File: src/rtl/hpb_pkg.sv
package hpb_pkg;
  localparam int HP_DW     = 8;
  localparam int HP_BANKS  = 2;
  localparam int LOC_AW    = 3;

  localparam int ST_OBF = 0;
  localparam int ST_IBF = 1;
  localparam int ST_CMD = 3;
  localparam int ST_AUX = 5;

  typedef enum logic [LOC_AW-1:0] {
    LA_B0_DATA = 3'd0,
    LA_B0_STAT = 3'd1,
    LA_B1_DATA = 3'd2,
    LA_B1_STAT = 3'd3,
    LA_CFG     = 3'd4,
    LA_PINS    = 3'd5
  } loc_addr_e;

  localparam int CFG_B1_EN  = 0;
  localparam int CFG_FAST   = 1;
  localparam int CFG_AUX0   = 2;
  localparam int CFG_AUX1   = 3;
  localparam int CFG_W      = 4;
endpackage

File: src/rtl/hpb_sync.sv
module hpb_sync #(
  parameter int W = 1,
  parameter int STAGES = 2,
  parameter logic [W-1:0] RST_VAL = '0
) (
  input  logic         clk,
  input  logic         rst,
  input  logic [W-1:0] d,
  output logic [W-1:0] q
);
  logic [W-1:0] st [STAGES];

  always_ff @(posedge clk) begin
    if (rst) begin
      for (int i = 0; i < STAGES; i++) st[i] <= RST_VAL;
    end else begin
      st[0] <= d;
      for (int i = 1; i < STAGES; i++) st[i] <= st[i-1];
    end
  end

  assign q = st[STAGES-1];
endmodule

File: src/rtl/hpb_bank.sv
module hpb_bank
  import hpb_pkg::*;
(
  input  logic             clk,
  input  logic             rst,
  input  logic             host_wr,
  input  logic             host_a0,
  input  logic [HP_DW-1:0] host_wdata,
  input  logic             host_rd_done,
  input  logic             loc_rd_in,
  input  logic             loc_wr_out,
  input  logic             loc_wr_stat,
  input  logic [HP_DW-1:0] loc_wdata,
  output logic [HP_DW-1:0] in_q,
  output logic [HP_DW-1:0] out_q,
  output logic [HP_DW-1:0] status
);
  logic       obf, ibf, cmd, user2;
  logic [3:0] user_hi;

  always_ff @(posedge clk) begin
    if (rst) begin
      in_q <= '0; out_q <= '0;
      obf <= 1'b0; ibf <= 1'b0; cmd <= 1'b0;
      user2 <= 1'b0; user_hi <= '0;
    end else begin
      if (host_wr) begin
        in_q <= host_wdata;
        cmd  <= host_a0;
        ibf  <= 1'b1;
      end else if (loc_rd_in) begin
        ibf  <= 1'b0;
      end
      if (loc_wr_out) begin
        out_q <= loc_wdata;
        obf   <= 1'b1;
      end else if (host_rd_done) begin
        obf   <= 1'b0;
      end
      if (loc_wr_stat) begin
        user2   <= loc_wdata[2];
        user_hi <= loc_wdata[7:4];
      end
    end
  end

  assign status = {user_hi, cmd, user2, ibf, obf};
endmodule

File: src/rtl/hpb_a20_fast.sv
module hpb_a20_fast
  import hpb_pkg::*;
#(
  parameter logic [HP_DW-1:0] A20_CMD = 8'hD1
) (
  input  logic             clk,
  input  logic             rst,
  input  logic             en,
  input  logic             host_wr,
  input  logic             host_a0,
  input  logic [HP_DW-1:0] host_wdata,
  output logic             absorb,
  output logic             set_a20,
  output logic             set_val
);
  logic armed;
  logic hit, is_cmd;

  assign hit     = host_wr & en;
  assign is_cmd  = host_a0 & (host_wdata == A20_CMD);
  assign set_a20 = hit & ~host_a0 & armed;
  assign absorb  = (hit & is_cmd) | set_a20;
  assign set_val = host_wdata[1];

  always_ff @(posedge clk) begin
    if (rst || !en) armed <= 1'b0;
    else if (hit)   armed <= is_cmd;
  end
endmodule

File: src/rtl/hostport_dual_bank.sv
module hostport_dual_bank
  import hpb_pkg::*;
#(
  parameter int SYNC_STAGES = 2,
  parameter logic [HP_DW-1:0] A20_CMD = 8'hD1
) (
  input  logic              clk,
  input  logic              rst,
  input  logic              host_cs_n,
  input  logic              host_rd_n,
  input  logic              host_wr_n,
  input  logic              host_a0,
  input  logic              host_a1,
  input  logic [HP_DW-1:0]  host_din,
  output logic [HP_DW-1:0]  host_dout,
  output logic              host_doe,
  output logic              irq_obf,
  output logic [1:0]        aux_obf,
  output logic              gate_a20,
  output logic              host_rst_n,
  input  logic              loc_we,
  input  logic              loc_re,
  input  logic [LOC_AW-1:0] loc_addr,
  input  logic [HP_DW-1:0]  loc_wdata,
  output logic [HP_DW-1:0]  loc_rdata
);
  localparam int DATA_SYNC_W = HP_DW + 2;

  // synchronised host pins
  logic cs_s, rd_s, wr_s, a0_s, a1_s;
  logic [HP_DW-1:0] din_s;

  hpb_sync #(.W(3), .STAGES(SYNC_STAGES), .RST_VAL(3'b111)) u_strb_sync (
    .clk(clk), .rst(rst),
    .d({host_cs_n, host_rd_n, host_wr_n}),
    .q({cs_s, rd_s, wr_s})
  );

  hpb_sync #(.W(DATA_SYNC_W), .STAGES(SYNC_STAGES), .RST_VAL('0)) u_data_sync (
    .clk(clk), .rst(rst),
    .d({host_a1, host_a0, host_din}),
    .q({a1_s, a0_s, din_s})
  );

  // strobe edge detection with values captured while the strobe is low
  logic wr_prev, rd_prev;
  logic wr_sel_l, wr_a0_l, wr_a1_l, rd_sel_l, rd_a0_l, rd_a1_l;
  logic [HP_DW-1:0] wr_d_l;
  logic wr_pulse, rd_done;

  always_ff @(posedge clk) begin
    if (rst) begin
      wr_prev <= 1'b1; rd_prev <= 1'b1;
      wr_sel_l <= 1'b0; wr_a0_l <= 1'b0; wr_a1_l <= 1'b0; wr_d_l <= '0;
      rd_sel_l <= 1'b0; rd_a0_l <= 1'b0; rd_a1_l <= 1'b0;
    end else begin
      wr_prev <= wr_s;
      rd_prev <= rd_s;
      if (!wr_s) begin
        wr_sel_l <= ~cs_s; wr_a0_l <= a0_s; wr_a1_l <= a1_s; wr_d_l <= din_s;
      end
      if (!rd_s) begin
        rd_sel_l <= ~cs_s; rd_a0_l <= a0_s; rd_a1_l <= a1_s;
      end
    end
  end

  assign wr_pulse = wr_s & ~wr_prev & wr_sel_l;
  assign rd_done  = rd_s & ~rd_prev & rd_sel_l;

  // configuration
  logic [CFG_W-1:0] cfg_q;
  logic wr_bank, rd_bank, live_bank;

  assign wr_bank   = wr_a1_l & cfg_q[CFG_B1_EN];
  assign rd_bank   = rd_a1_l & cfg_q[CFG_B1_EN];
  assign live_bank = a1_s    & cfg_q[CFG_B1_EN];

  // gate-A20 fast path on bank 0
  logic absorb, fast_set, fast_val;

  hpb_a20_fast #(.A20_CMD(A20_CMD)) u_a20 (
    .clk(clk), .rst(rst),
    .en(cfg_q[CFG_FAST]),
    .host_wr(wr_pulse & ~wr_bank),
    .host_a0(wr_a0_l),
    .host_wdata(wr_d_l),
    .absorb(absorb),
    .set_a20(fast_set),
    .set_val(fast_val)
  );

  // register banks
  logic [HP_DW-1:0] in_q [HP_BANKS];
  logic [HP_DW-1:0] out_q [HP_BANKS];
  logic [HP_DW-1:0] st_q [HP_BANKS];

  for (genvar b = 0; b < HP_BANKS; b++) begin : g_bank
    localparam logic [LOC_AW-1:0] DATA_A = LOC_AW'(2*b);
    localparam logic [LOC_AW-1:0] STAT_A = LOC_AW'(2*b + 1);
    logic sel_w, sel_r;
    assign sel_w = (wr_bank == b[0]);
    assign sel_r = (rd_bank == b[0]);

    hpb_bank u_bank (
      .clk(clk), .rst(rst),
      .host_wr(wr_pulse & sel_w & ~(absorb & (b == 0))),
      .host_a0(wr_a0_l),
      .host_wdata(wr_d_l),
      .host_rd_done(rd_done & ~rd_a0_l & sel_r),
      .loc_rd_in(loc_re & (loc_addr == DATA_A)),
      .loc_wr_out(loc_we & (loc_addr == DATA_A)),
      .loc_wr_stat(loc_we & (loc_addr == STAT_A)),
      .loc_wdata(loc_wdata),
      .in_q(in_q[b]),
      .out_q(out_q[b]),
      .status(st_q[b])
    );
  end

  logic ibf0;
  assign ibf0 = st_q[0][ST_IBF];

  // local registers, pins and registered outputs
  always_ff @(posedge clk) begin
    if (rst) begin
      cfg_q      <= '0;
      gate_a20   <= 1'b1;
      host_rst_n <= 1'b1;
      loc_rdata  <= '0;
      host_dout  <= '0;
      host_doe   <= 1'b0;
      irq_obf    <= 1'b0;
      aux_obf    <= '0;
    end else begin
      if (fast_set) gate_a20 <= fast_val;
      if (loc_we) begin
        case (loc_addr)
          LA_CFG:  cfg_q <= loc_wdata[CFG_W-1:0];
          LA_PINS: begin
            gate_a20   <= loc_wdata[0];
            host_rst_n <= loc_wdata[1];
          end
          default: ;
        endcase
      end
      if (loc_re) begin
        case (loc_addr)
          LA_B0_DATA: loc_rdata <= in_q[0];
          LA_B0_STAT: loc_rdata <= st_q[0];
          LA_B1_DATA: loc_rdata <= in_q[1];
          LA_B1_STAT: loc_rdata <= st_q[1];
          LA_CFG:     loc_rdata <= HP_DW'(cfg_q);
          LA_PINS:    loc_rdata <= {6'b0, host_rst_n, gate_a20};
          default:    loc_rdata <= '0;
        endcase
      end
      host_dout  <= a0_s ? st_q[live_bank] : out_q[live_bank];
      host_doe   <= ~cs_s & ~rd_s;
      irq_obf    <= st_q[0][ST_OBF];
      aux_obf[0] <= cfg_q[CFG_AUX0] & st_q[0][ST_OBF] & st_q[0][ST_AUX];
      aux_obf[1] <= cfg_q[CFG_AUX1] & st_q[1][ST_OBF];
    end
  end
endmodule

File: config.mk
export PLATFORM = sky130hd
export DESIGN_NAME = hostport_dual_bank
export DESIGN_NICKNAME = d
export VERILOG_FILES = /design/src/rtl/hpb_pkg.sv /design/src/rtl/hpb_sync.sv /design/src/rtl/hpb_bank.sv /design/src/rtl/hpb_a20_fast.sv /design/src/rtl/hostport_dual_bank.sv
export SDC_FILE = /design/constraint.sdc
export NUM_CORES = 1
export LEC_CHECK = 0
export ABC_AREA = 1
export BUFFER_PORTS_ARGS = -buffer_cell sky130_fd_sc_hd__buf_2
export CAP_MARGIN = 20
export CORE_ASPECT_RATIO = 0.7
export CORE_MARGIN = 4
export CORE_UTILIZATION = 51
export DETAILED_ROUTE_END_ITERATION = 7
export PLACE_DENSITY_LB_ADDON = 0.12
export SKIP_LAST_GASP = 1
export SLEW_MARGIN = 20
export SYNTH_ARGS = -nofsm -noshare
export SYNTH_HDL_FRONTEND = slang
export SYNTH_HIERARCHICAL = 1
export SYNTH_SLANG_ARGS = --single-unit
File: constraint.sdc
create_clock -name clk -period 1.95 [get_ports clk]
set_clock_uncertainty 0.2 [all_clocks]
set_input_delay 0.195 -clock clk [delete_from_list [all_inputs] [get_ports clk]]
set_output_delay 0.195 -clock clk [all_outputs]
set_load 0.02 [all_outputs]
==> reports/qor.yml <==
run_status: "finished, final reports clean"
cts_tree: "yes"
cpMostUsedCell: "sky130_fd_sc_hd__nand2_2"
worst_setup_path_start_kind: "flop"
whs_path_depth: 3
layout.core_utilization_pct: 64.4
sequential_cell_area_sq_um: 2340
post_synth_instance_area_sq_um: 4700
required_ns: 2.05
power.density_nw_per_um2: 1060
route.vias.total: 4255
post-synth-top-area-fraction_pct: 49.8
final.min_clock_period_ns: 1.90
final_area_sq_um: 5820
synth_sequential_area_ratio_pct: 49.8
detailedPlacementHpwl_microns: 8140
finish.net_count: 731
grt_pass1_wl_microns: 19700
timing.final.hold_violations: 0
gp_routability_congestion: 0.906
r2r.worst_path.cells: 12
min_period_over_period_pct: 97.3
critical_path.reg2reg.startpoint: "u_strb_sync/st[0][3]$_SDFF_PP1_"
routed_wirelength_microns: 12100
worst-slew-pin-transition_ns: 0.635
postSynth.topFlopCell: "sky130_fd_sc_hd__dfxtp_1"
firstDrtPassIters: 7
placement.io_buffers: 49
worst_hold_path_type: "in2reg"
post_syn_instances: 638
final_max_slew_viol_count: 0
nFillCells: 769
top_cell_family_by_delay_on_the_critical_path: "simple AND/OR/NAND/NOR gates"
power.leakage_nw: 2.64
cts_sinks: 117
fmax_ghz: 0.527
die_y_microns: 88.4
post_dp_cell_area_sq_um: 4900
hp-start: "loc_addr[2]"
synth_commonest_cells: "sky130_fd_sc_hd__nor2_1, sky130_fd_sc_hd__dfxtp_1, sky130_fd_sc_hd__inv_1, sky130_fd_sc_hd__o21ai_0, sky130_fd_sc_hd__nand2_1"
setup_repair_after_global_routing_missed_its_margin: "true"
r2r_setup_slack_ns: 0.05
synthesis.nets: 666
postSynthRegisterBits: 117
cts_root_buffer: "sky130_fd_sc_hd__clkbuf_16"
reg_to_reg_critical_path_endpoint: "g_bank[0].u_bank/in_q[5]$_SDFFE_PP0P_"
number_of_placed_i_o_pins: 50
timing.critical_path.fanout_max: 5
critPathCaptureType: "flop"
synthTopCellsByArea: "sky130_fd_sc_hd__dfxtp_1, sky130_fd_sc_hd__nor2_1, sky130_fd_sc_hd__o21ai_0"
total_power_w: 0.00619
tritoncts.num_buffers: 17
ant_cells: 0
postSynth.asyncResetShare_pct: 0
yosysUniqueCellTypes: 25
floorplan.die_area_sq_um: 10800
grt_max_degree: 26
final_layout_worst_hold_slack_ns: 0.0527
global_route.overflow_total: 0
synthDominantAreaCellType: "sky130_fd_sc_hd__dfxtp_1"
cts.htree.levels: 4
relSlewSlack_pct: 57.6
vdd_ir_drop_max_v: 0.000710
floorplan.initialDensity_pct: 52.1
cp_cell_sequence: "inv_1 > nor2_1 > nand2_2 > nor2_4 > nand2_2 > nor2_2 > nand3_2 > nand2_2 > nor3_4 > buf_4 > o21ai_0 > nor2_1"
post_route_cells_drive_above_1_share_pct: 16.9
clockBufferDepth: 2
synth-edff-count: 0
num_rows: 29
number_of_global_route_vias_before_repair: 4000
drc: 0
antenna_nets_post_route: 0
timing.max_cap.violations: 0
design.core.area_sq_um: 9030
hold-path-endpoint: "cfg_q[2]$_SDFFE_PP0P_"
path_class: "reg2reg"
drt-vias-per-instance: 5.07
yosysMostFrequentCell: "sky130_fd_sc_hd__nor2_1"
die-width_microns: 123
wl_per_cell_microns: 14.4
clk_latency_ns: 0.41
groute.usage.overall_pct: 23.9
synthesis.yosys.warnings: 6
post_synth.cell_area_avg_sq_um: 7.37
antenna_found_initial: 0
clkSlewWorstSetupHoldPaths_ns: 0.05
drt_iter0_markers: 432
timing.critical_path.slowest_cell_delay_ns: 0.32
multiInputGateArea_sq_um: 1740
crit_arrival_ns: 2.00
worst_path_max_delay_cell: "sky130_fd_sc_hd__dfxtp_1"
crit_buf_inv: 2
final_setup_violations: 0
area_growth_syn_to_layout_pct: 23.7
==> report_power, final <==
| group | internal [W] | switching (W) | leakage (nW) |
|---|---|---|---|
| Clock | 0.00230 | 0.00106 | 0.320 |
| Combinational | 0.000122 | 0.000204 | 1.37 |
| Sequential | 0.00247 | 0.0000405 | 0.954 |
| Total | 0.00489 | 0.00130 | 2.64 |
==> layer usage <==
layer	part of all wire (%)	global-route usage [%]	wire length (microns)	up-vias
met1	49	34.4	5950	1954
met5	0	0	0	-
met4	1.3	9.65	161	0
li1	-	-	-	2112
met3	7.5	6.33	905	20
met2	42	33.9	5090	169
==> state kept, by name, indices dropped and copies added, names as in the netlist, 2 cells and up <==
| signal | count |
|---|---|
| u_data_sync/st | 20 |
| g_bank.u_bank/in_q | 16 |
| g_bank.u_bank/out_q | 16 |
| g_bank.u_bank/user_hi | 8 |
| host_dout | 8 |
| loc_rdata | 8 |
| wr_d_l | 8 |
| u_strb_sync/st | 6 |
| cfg_q | 4 |
| aux_obf | 2 |
| g_bank.u_bank/cmd | 2 |
| g_bank.u_bank/ibf | 2 |
| g_bank.u_bank/obf | 2 |
| g_bank.u_bank/user2 | 2 |
==> worst register-to-register path, stage by stage (launching register included) <==
cell and delay [ns]:
sky130_fd_sc_hd__dfxtp_1 0.32, sky130_fd_sc_hd__inv_1 0.05, sky130_fd_sc_hd__nor2_1 0.12, sky130_fd_sc_hd__nand2_2 0.10
sky130_fd_sc_hd__nor2_4 0.13, sky130_fd_sc_hd__nand2_2 0.08, sky130_fd_sc_hd__nor2_2 0.12, sky130_fd_sc_hd__nand3_2 0.10
sky130_fd_sc_hd__nand2_2 0.09, sky130_fd_sc_hd__nor3_4 0.05, sky130_fd_sc_hd__buf_4 0.16, sky130_fd_sc_hd__o21ai_0 0.20
sky130_fd_sc_hd__nor2_1 0.07
==> placed cells by master, fill, tap and decap left out, types with 3 or more instances in the layout <==
master / count
sky130_fd_sc_hd__a21oi_1: 32
sky130_fd_sc_hd__a21oi_2: 4
sky130_fd_sc_hd__buf_2: 50
sky130_fd_sc_hd__buf_4: 16
sky130_fd_sc_hd__bufinv_16: 4
sky130_fd_sc_hd__clkbuf_16: 17
sky130_fd_sc_hd__clkbuf_8: 5
sky130_fd_sc_hd__clkinv_2: 3
sky130_fd_sc_hd__dfxtp_1: 116
sky130_fd_sc_hd__dlygate4sd3_1: 23
sky130_fd_sc_hd__inv_1: 77
sky130_fd_sc_hd__inv_2: 8
sky130_fd_sc_hd__nand2_1: 44
sky130_fd_sc_hd__nand2_2: 3
sky130_fd_sc_hd__nand3_1: 18
sky130_fd_sc_hd__nand4_1: 4
sky130_fd_sc_hd__nor2_1: 182
sky130_fd_sc_hd__o21ai_0: 75
sky130_fd_sc_hd__o21ai_1: 11
sky130_fd_sc_hd__o22ai_1: 3
==> cell type report <==
| type | instances | share of cell area [%] |
|---|---|---|
| Timing Repair Buffer | 89 | 10.3 |
| Clock inverter | 8 | 2.47 |
| Multi-Input combinational cell | 390 | 29.9 |
| Inverter | 88 | 5.72 |
| Tap cell | 124 | 2.67 |
| Clock buffer | 24 | 8.62 |
| Sequential cell | 117 | 40.3 |
==> per-stage QoR <==
stage	worst slack, ns	cells	setup TNS (ns)
after global routing	-0.0783	840	-0.227
after floorplan	0.208	638	0
after global placement	0.199	783	0
after CTS	0.0662	838	0
after detailed placement	0.0746	783	0
final	0.0520	840	0
==> worst max-delay path by stage <==
stage	end	depth (start not counted)	slack, ns	from
floorplan	g_bank[0].u_bank/in_q[1]$_SDFFE_PP0P_	14	0.21	u_strb_sync/st[0][3]$_SDFF_PP1_
global placement	g_bank[0].u_bank/ibf$_SDFFE_PP0P_	12	0.20	u_strb_sync/st[0][3]$_SDFF_PP1_
detailed placement	g_bank[0].u_bank/in_q[5]$_SDFFE_PP0P_	12	0.07	cfg_q[0]$_SDFFE_PP0P_
CTS	g_bank[0].u_bank/in_q[5]$_SDFFE_PP0P_	12	0.07	cfg_q[0]$_SDFFE_PP0P_
global route	g_bank[0].u_bank/in_q[5]$_SDFFE_PP0P_	12	-0.08	u_strb_sync/st[0][3]$_SDFF_PP1_
finish	g_bank[0].u_bank/in_q[5]$_SDFFE_PP0P_	12	0.05	u_strb_sync/st[0][3]$_SDFF_PP1_
==> repair_timing <==
action / CTS / global route
gates resized for setup: 0 / 15
hold endpoints to repair: 50 / 0
setup buffers: 0 / 1
hold buffers: 23 / 0
endpoints found under the setup margin: 0 / 10
==> kinds of logic after synthesis <==
family          synth area share [%]
buf+inv                         13.9
simple gates                    22.1
compound gates                  14.2
flops                           49.8
No activity file was read; power rests on OpenSTA's default activity.
